$ cat src/rtl/step_sequencer.sv
module step_sequencer #(
  parameter int W  = 16,
  parameter int RW = 3
) (
  input  logic          clk,
  input  logic          rst_n,
  input  logic [W-1:0]  instr,
  input  logic          mfc,
  output logic          pc_out,
  output logic          pc_in,
  output logic          mar_in,
  output logic          mdr_out,
  output logic          mdr_in,
  output logic          ir_in,
  output logic          y_in,
  output logic          y_clr,
  output logic          c_in,
  output logic          z_in,
  output logic          z_out,
  output logic          alu_sub,
  output logic          rf_out,
  output logic          rf_in,
  output logic [RW-1:0] rf_sel,
  output logic          mem_read,
  output logic          mem_write
);

  typedef enum logic [4:0] {
    F1, F2, F3,
    S1, S2, S3,
    A1, A2, A3, A4, A5,
    M1, M2, M3, M4, M5, M6, M7
  } step_t;

  step_t st, st_nx;
  logic [RW-1:0] src_q, dst_q;
  logic [15:0] cw;
  logic [RW-1:0] sel;
  logic wait_step;
  logic unused_mid;

  assign unused_mid = ^instr[W-3:2*RW];

  always_ff @(posedge clk) begin
    if (!rst_n) begin
      st    <= F1;
      src_q <= '0;
      dst_q <= '0;
    end else begin
      st <= st_nx;
      if (st == F3) begin
        src_q <= instr[2*RW-1:RW];
        dst_q <= instr[RW-1:0];
      end
    end
  end

  assign wait_step = (st == F2) || (st == A2) || (st == A4) || (st == M2) || (st == M6);

  always_comb begin
    st_nx = st;
    case (st)
      F1: st_nx = F2;
      F2: if (mfc) st_nx = F3;
      F3: case (instr[W-1:W-2])
            2'b00:   st_nx = S1;
            2'b01:   st_nx = A1;
            2'b10:   st_nx = M1;
            default: st_nx = F1;
          endcase
      S1: st_nx = S2;
      S2: st_nx = S3;
      S3: st_nx = F1;
      A1: st_nx = A2;
      A2: if (mfc) st_nx = A3;
      A3: st_nx = A4;
      A4: if (mfc) st_nx = A5;
      A5: st_nx = F1;
      M1: st_nx = M2;
      M2: if (mfc) st_nx = M3;
      M3: st_nx = M4;
      M4: st_nx = M5;
      M5: st_nx = M6;
      M6: if (mfc) st_nx = M7;
      M7: st_nx = F1;
      default: st_nx = F1;
    endcase
  end

  // cw bits: pc_out pc_in mar_in mdr_out mdr_in ir_in y_in y_clr c_in z_in z_out alu_sub rf_out rf_in read write
  always_comb begin
    cw  = '0;
    sel = '0;
    case (st)
      F1, M1: cw = 16'b1010_0001_1100_0010;
      F2, M2: cw = 16'b0100_0000_0010_0010;
      F3:     cw = 16'b0001_0100_0000_0000;
      S1: begin cw = 16'b0000_0010_0000_1000; sel = src_q; end
      S2: begin cw = 16'b0000_0000_0101_1000; sel = dst_q; end
      S3: begin cw = 16'b0000_0000_0010_0100; sel = dst_q; end
      A1: begin cw = 16'b0010_0000_0000_1010; sel = dst_q; end
      A2: begin cw = 16'b0000_0010_0000_1010; sel = src_q; end
      A3:     cw = 16'b0001_0000_0100_0000;
      A4:     cw = 16'b0000_1000_0010_0001;
      M3:     cw = 16'b0001_0010_0000_0000;
      M4: begin cw = 16'b0000_0000_0100_1000; sel = dst_q; end
      M5:     cw = 16'b0010_0000_0010_0000;
      M6: begin cw = 16'b0000_1000_0000_1001; sel = src_q; end
      default: cw = '0;
    endcase
  end

  assign {pc_out, pc_in, mar_in, mdr_out, mdr_in, ir_in, y_in, y_clr,
          c_in, z_in, z_out, alu_sub, rf_out, rf_in, mem_read, mem_write} = cw;
  assign rf_sel = sel;


  rw_excl_chk: assert property (@(posedge clk) disable iff (!rst_n)
    !(mem_read && mem_write));


  stall_hold_chk: assert property (@(posedge clk) disable iff (!rst_n)
    (wait_step && !mfc) |=> ($stable(cw) && $stable(rf_sel)));


  sub_return_chk: assert property (@(posedge clk) disable iff (!rst_n)
    rf_in |=> (pc_out && mar_in && y_clr));


  pc_follow_chk: assert property (@(posedge clk) disable iff (!rst_n)
    (pc_in && !$past(pc_in)) |-> $past(pc_out && z_in));


  ir_after_read_chk: assert property (@(posedge clk) disable iff (!rst_n)
    ir_in |-> (!mem_read && $past(mem_read)));

endmodule

$ cat config.mk
export PLATFORM = sky130hd
export DESIGN_NAME = step_sequencer
export DESIGN_NICKNAME = d
export VERILOG_FILES = /design/src/rtl/step_sequencer.sv
export SDC_FILE = /design/constraint.sdc
export NUM_CORES = 1
export LEC_CHECK = 0
export ABC_CLOCK_PERIOD_IN_PS = 2700
export BUFFER_PORTS_ARGS = -buffer_cell sky130_fd_sc_hd__buf_2
export CAP_MARGIN = 20
export CORE_MARGIN = 4
export CORE_UTILIZATION = 45
export DETAILED_ROUTE_END_ITERATION = 8
export PLACE_DENSITY = 0.73
export SYNTH_ARGS = -nofsm -noshare
export SYNTH_HDL_FRONTEND = slang
export SYNTH_SLANG_ARGS = --single-unit
$ cat constraint.sdc
create_clock -name clk -period 2.7 [get_ports clk]
set_input_delay 0.135 -clock clk [delete_from_list [all_inputs] [get_ports clk]]
set_output_delay 0.135 -clock clk [all_outputs]
set_load 0.02 [all_outputs]
### After elaboration in Yosys (flattened, before gate mapping)

Cells that the tools add are included.

* muxes and demuxes: 9
* equality and inequality tests: 22
* reduce and logical (&&, ||, !) cells: 7

Operator list (number)
* $pmux 16 s14: 1
* $pmux 5 s15: 1
* $eq 5x4->1 const B: 7
* $mux 5: 5
* $eq 5x3->1 const B: 4
* $pmux 4 s3: 1
* $eq 5x2->1 const B: 2
* $ne 2x2->1 const B: 5
* $pmux 3 s2: 1
* $eq 5x1->1 const B: 1
* $eq 5x5->1 const B: 1
* $logic_not 5->1: 1
* $reduce_and 5->1: 1
* $reduce_or 2->1: 2
* $reduce_or 4->1: 1
* $reduce_or 3->1: 1
* $eq 2x1->1 const B: 1
* $eq 2x2->1 const B: 1
* $logic_not 2->1: 1

* output and inout port bits: 19
* input port bits: 19
* word-level logic and storage cells: 41
* register bits after elaboration: 11

### Depth between registers and ports, before layout

Gate-level depths: netlist (run 1).

* word-level depth: 3
* gate-level depth with buffers: 7

### Worst setup path before layout (run 1)

OpenSTA, ideal clock, no wires.

* path kind: register -> output
* start: reg st[3]
* end: out pc_out
* data required time: 2565 ps
* cell stages (with the launch flop): 7
* path slack: 864 ps
* arrival time: 1701 ps
* cells stage by stage: dfxtp_1 buf_2 buf_2 nor3_1 nor2_1 nor3_1 buf_4

* word-level cells in the longest chain between the ends: 3
* elaborated cells on any way between the ends: 19

RTL lines
* start, declared: line 35 `step_t st, st_nx;`
* start signal, assigned: line 50 `st <= st_nx;`
* $eq 5x1->1, or another cell as far along: line 94 `case (st)`
* $reduce_or 2->1: line 94
* $pmux 16 s14 (*): line 94
* end, declared: line 9 `output logic pc_out,`

Mark *: on every way between the ends. The rest lies on a longest branch, timed or not.

### Worst setup path in the final report (run 1)

* start: reg st[3]
* end: out mem_read

* word-level cells in the longest chain between the ends: 3
* elaborated cells on any way between the ends: 19

RTL lines
* $eq 5x1->1, or another cell as far along: line 94
* $reduce_or 2->1: line 94
* $pmux 16 s14 (*): line 94
* end, declared: line 24 `output logic mem_read,`

Marks and branches as above.

==> results.sh, run 1 <==
export IMPL_grt_overflow=0
export IMPL_ir_worst_vdd_mv=0.3335
export IMPL_postCtsSetupBuffers=0
export IMPL_ys_flop_type="dfxtp_1"
export IMPL_pin_count=38
export IMPL_syn_inst=138
export IMPL_hold_viol_final=0
export IMPL_antenna_found_initial=0
export IMPL_p_seq_frac=0.374
export IMPL_netlist_top_cells_area="dfxtp_1 (21%), mux2i_1 (7.5%), nor2b_1 (7.1%)"
export IMPL_reg2reg_to="st[0]"
export IMPL_final_antenna_net_count=0
export IMPL_area_growth_pct=12.26
export IMPL_clock_sinks=11
export IMPL_switchingPower_uw=191.2
export IMPL_core_um2=2233
export IMPL_p_clk_frac=0.211
export IMPL_postSynth_asyncResetShare=0
export IMPL_timing_fmax_mhz=451.1
export IMPL_globalplace_congestion=0.8619
export IMPL_cp_max_fo=26
export IMPL_initial_core_util=0.4751
export IMPL_required_ns=2.57
export IMPL_rsz0062_at_grt="false"
export IMPL_end_kind="output port"
export IMPL_switching_share=0.3820
export IMPL_r2r_slack_ns=0.91
export IMPL_post_dp_cell_area_um2=1165
export IMPL_vias=1113
export IMPL_clk_path_buf_depth=2
export IMPL_slew_viol_final=0
export IMPL_reg2reg_from="st[1]"
export IMPL_chipWidth_um=56.56
export IMPL_wl_met1_um=1093
export IMPL_hold_class="input pin to flop"
export IMPL_slew_headroom=0.4828
export IMPL_grtUsageTotal=0.1761
export IMPL_first_iter_violations=44
export IMPL_grt_pass1_wl_um=4609
export IMPL_synth_distinct_cells=44
export IMPL_finalSetupViolCount=0
export IMPL_vias_per_cell=5.952
export IMPL_status="finished clean"
export IMPL_period_share=0.8210
export IMPL_synth_area_um2=1061
export IMPL_wl_um=2603
export IMPL_nets=179
export IMPL_worstSkewPairLatency_ns=0.26
export IMPL_crit_path_end="mem_read"
export IMPL_layout_commonest_cell="buf_2"
export IMPL_final_cell_mix="buf_2 (29), nor2b_1 (12), dfxtp_1 (11)"
export IMPL_grt_max_degree=27
export IMPL_pwr_share_comb=0.415
export IMPL_p_leak_nw=0.5371
export IMPL_wl_met2_um=1276
export IMPL_ys_warn_count=0
export IMPL_n_antenna_cell=0
export IMPL_critical_path_startpoint="st[3]"
export IMPL_cts_hold_buf=0
export IMPL_yosys_register_bits=11
export IMPL_crit_arrival_ns=2.08
export IMPL_mappedNetlistNets=157
export IMPL_grt_pass1_vias=1042
export IMPL_wl_met3_um=186
export IMPL_crit_path_start_kind="flop"
export IMPL_cts_repair_resized=0
export IMPL_drcViolationCount=0
export IMPL_clock_skew_ns=0.003524
export IMPL_drive_gt1_frac=0.2453
export IMPL_cts_tree="done"
export IMPL_clock_root_buffer="clkbuf_4"
export IMPL_die_area_um2=3198
export IMPL_period_needed_ns=2.217
export IMPL_firstDrtPassIters=4
export IMPL_row_count=17
export IMPL_p_int_uw=309.4
export IMPL_routed_top_layer="met4"
export IMPL_tightest_slew_ns=0.7748
export IMPL_hpwl_um=1927
export IMPL_powerDensity_nw_per_um2=420.3
export IMPL_clk_pin_slew_worst_paths_ns=0.06
export IMPL_tns_ns=0
export IMPL_wl_per_cell_um=13.92
export IMPL_synth_top_cell_by_area="dfxtp_1"
export IMPL_synth_top_area_share=0.2075
export IMPL_numCtsBuffers=3
export IMPL_final_area_um2=1191
export IMPL_numPortBuffers=29
export IMPL_synth_seq_area_share=0.2075
export IMPL_synth_avg_cell_area_um2=7.689
export IMPL_criticalPathCategory="flop to output port"
export IMPL_maxCapViolCount=0
export IMPL_r2r_cells=5
export IMPL_htreeDepth=1
export IMPL_die_h_um=56.56
export IMPL_synth_edf_count=0
-- power by group through the flow --
stage | registers [mW] | clock network, mW | logic (mW)
2_1_floorplan | 0.181 | 0 | 0.173
3_3_place_gp | 0.190 | 0 | 0.204
3_5_place_dp | 0.191 | 0 | 0.208
4_1_cts | 0.187 | 0.112 | 0.209
5_1_grt | 0.190 | 0.124 | 0.228
6_report | 0.187 | 0.106 | 0.208
-- flip-flops by register name (all words and copies together), names as in the netlist --
name and flops:
st 5, src_q 3, dst_q 3
-- Yosys cell counts, types with 5 or more instances --
library cell,count
nor2b_1,12
dfxtp_1,11
a21oi_1,10
nor2_1,10
mux2i_1,8
buf_2,7
nand2_1,7
nor3_1,6
inv_1,5
-- stage by stage --
step	worst slack [ns]	power [mW]	hold slack, ns	cells	utilization
CTS	0.4917	0.5078	0.1249	187	0.5333
floorplan	0.8643	0.3542	0.2881	138	-
global route	0.2409	0.5420	0.1325	187	0.5333
global placement	0.8516	0.3937	0.3897	183	0.5216
finish	0.4834	0.5006	0.1313	187	0.5333
detailed placement	0.7843	0.3991	0.4010	183	0.5216
-- final cells by class --
class                      count  area [um^2]
clock buffer                   4        26.28
sequential                    11        220.2
inverter                       5        18.77
fill                         234         1042
timing repair buffer          32        167.7
tap                           28        35.03
multi-input combinational    107        723.2
-- worst min path at each step --
stage | start | endpoint | slack (ns) | depth (start not counted)
5_1_grt | instr[5] | src_q[2] | 0.13 | 3
2_1_floorplan | rst_n | st[3] | 0.29 | 1
4_1_cts | instr[4] | src_q[1] | 0.12 | 3
6_report | instr[4] | src_q[1] | 0.13 | 3
3_5_place_dp | instr[4] | src_q[1] | 0.40 | 3
3_3_place_gp | instr[1] | dst_q[1] | 0.39 | 3
-- cells by family after synthesis --
logic type	count (synthesis)	share of synthesized area
AOI/OAI and AO/OA	40	0.2783
buffers and inverters	20	0.1108
xor gates and xnor gates	1	0.008256
muxes	8	0.07547
and+or+nand+nor	58	0.3196
DFF	11	0.2075
-- metal layers --
layer,global-route usage,up-vias
met5,0,-
met4,0.08814,0
met3,0.01839,4
met2,0.2904,41
met1,0.2245,522
li1,-,546
-- critical path: stages (launching register included) --
cell and delay (ns):
dfxtp_1 0.82, inv_1 0.22, nor2_1 0.23, nor3_1 0.08, a311oi_1 0.25, buf_2 0.21
Power figures use the tool's default switching activity.
==> inputs of run 2 (changes only) <==
==> config.mk (replaced) <==
export PLATFORM = sky130hd
export DESIGN_NAME = step_sequencer
export DESIGN_NICKNAME = d
export VERILOG_FILES = /design/src/rtl/step_sequencer.sv
export SDC_FILE = /design/constraint.sdc
export NUM_CORES = 1
export LEC_CHECK = 0
export ABC_CLOCK_PERIOD_IN_PS = 1900
export BUFFER_PORTS_ARGS = -buffer_cell sky130_fd_sc_hd__buf_2
export CAP_MARGIN = 20
export CORE_MARGIN = 4
export CORE_UTILIZATION = 44
export DETAILED_ROUTE_END_ITERATION = 8
export PLACE_DENSITY = 0.75
export SYNTH_ARGS = -nofsm -noshare
export SYNTH_HDL_FRONTEND = slang
export SYNTH_SLANG_ARGS = --single-unit
==> constraint.sdc (replaced) <==
create_clock -name clk -period 1.9 [get_ports clk]
set_input_delay 0.095 -clock clk [delete_from_list [all_inputs] [get_ports clk]]
set_output_delay 0.095 -clock clk [all_outputs]
set_load 0.02 [all_outputs]
==> run 2 against run 1 <==
Register-to-register slack worse by 0.54 ns. Via count is 2.6% higher. Clock skew is 0.0022 ns higher. Largest cell class unchanged.
==> results.sh, run 2 (same netlist as run 1, synthesis figures left out) <==
export IMPL_die_area_um2=3261
export IMPL_clock_skew_ns=0.005681
export IMPL_die_h_um=57.11
export IMPL_numCtsBuffers=3
export IMPL_p_leak_nw=0.5789
export IMPL_clk_pin_slew_worst_paths_ns=0.07
export IMPL_vias=1142
export IMPL_powerDensity_nw_per_um2=588.5
export IMPL_ir_worst_vdd_mv=0.5167
export IMPL_pin_count=38
export IMPL_crit_arrival_ns=1.74
export IMPL_maxCapViolCount=0
export IMPL_numPortBuffers=29
export IMPL_num_fill_cells=222
export IMPL_dp_slack_ns=0.2248
export IMPL_area_growth_pct=18.75
export IMPL_grt_pass1_wl_um=4740
export IMPL_place_inst=190
export IMPL_post_dp_cell_area_um2=1217
export IMPL_r2r_cells=5
export IMPL_cp_max_fo=9
export IMPL_nets=186
export IMPL_regMostFlops="st"
export IMPL_hpwl_um=2141
export IMPL_grt_max_degree=22
export IMPL_wl_um=2835
export IMPL_status="finished clean"
export IMPL_hold_class="input pin to flop"
export IMPL_grtUsageTotal=0.1751
export IMPL_vias_per_cell=5.887
export IMPL_clock_sinks=11
export IMPL_clk_path_buf_depth=2
export IMPL_drcViolationCount=0
export IMPL_row_count=17
export IMPL_period_share=0.9635
export IMPL_drive_gt1_frac=0.3072
export IMPL_final_hold_worst_slack_ns=0.08984
export IMPL_grt_pass1_vias=1058
export IMPL_finalSetupViolCount=0
export IMPL_rsz0062_at_grt="true"
export IMPL_final_area_um2=1260
export IMPL_period_needed_ns=1.831
export IMPL_n_antenna_cell=0
export IMPL_slew_headroom=0.7734
export IMPL_initial_core_util=0.4706
export IMPL_worst_path_max_delay_cell="or4_1"
export IMPL_timing_fmax_mhz=546.3
export IMPL_final_antenna_net_count=0
export IMPL_tightest_slew_ns=0.3356
export IMPL_end_kind="output port"
export IMPL_layout_commonest_cell="buf_2"
export IMPL_top_regs="st (5), dst_q (3), src_q (3)"
export IMPL_core_um2=2255
export IMPL_worstSkewPairLatency_ns=0.27
export IMPL_firstDrtPassIters=4
export IMPL_crit_path_start_kind="flop"
export IMPL_whs_path_depth=3
export IMPL_wl_per_cell_um=14.61
export IMPL_hold_viol_final=0
export IMPL_globalplace_congestion=0.9028
export IMPL_final_cells=194
export IMPL_first_iter_violations=26
export IMPL_cpPeakStageDelay_ns=0.47
export IMPL_htreeDepth=1
export IMPL_antenna_found_initial=0
export IMPL_slew_viol_final=0
export IMPL_required_ns=1.80
export IMPL_largest_reg_flops=5
export IMPL_criticalPathCategory="flop to output port"
export IMPL_chipWidth_um=57.11
export IMPL_clock_root_buffer="clkbuf_4"
export IMPL_cts_tree="done"
export IMPL_worstPathCellList="and2b_1, or4_1, a21oi_1, buf_2"
export IMPL_setup_slack_ns=0.06944
export IMPL_grt_overflow=0
export IMPL_final_cell_mix="buf_2 (29), nor2b_1 (12), nor2_1 (10)"
run 2: per-layer routing:
metal	share of wire	GRT usage	up-vias
li1	-	-	565
met1	0.42	0.2224	526
met2	0.50	0.3083	47
met3	0.074	0.03620	4
met4	0.0035	0.02980	0
met5	0	0	-
run 2: where the power goes:
group	leakage, nW	internal, mW	switching [mW]
Clock	0.0150	0.0811	0.0767
Combinational	0.473	0.128	0.194
Sequential	0.0909	0.245	0.0166
run 2: what timing repair did:
item                                    in CTS  in global routing
setup buffers                                0                  0
resized for setup                            2                  4
hold buffers                                 0                  0
endpoints found under the setup margin       4                 12
run 2: critical path, delay by kind of cell, from the launching register on:
family          cells  cell delay, ns
buf+inv             1            0.17
flops               1            0.42
compound gates      1            0.15
simple gates        2            0.72
run 2: metrics by stage:
stage	total power [mW]	TNS, ns	utilization
after CTS	0.7415	0	0.5544
after global routing	0.7916	-0.009281	0.5588
after floorplan	0.5034	0	-
after global placement	0.5716	0	0.5400
final	0.7415	0	0.5588
after detailed placement	0.5815	0	0.5400
run 2: path summary, 6_finish.rpt:
kind / slack, ns / endpoint / from
worst min-delay path: 0.09 / dst_q[0] / instr[0]
worst min register to register: 0.54 / src_q[0] / src_q[0]
worst max-delay path: 0.07 / mar_in / st[1]
worst max register to register: 0.37 / st[1] / st[1]
run 2: area by class of cell:
class / count / area [um^2] / area share
clock buffers: 4 / 26.28 / 0.02085
repair buffers: 39 / 224.0 / 0.1778
flip-flops and latches: 11 / 224.0 / 0.1778
multi-input cells: 107 / 732.0 / 0.5809
inverters: 5 / 18.77 / 0.01490
well taps: 28 / 35.03 / 0.02781
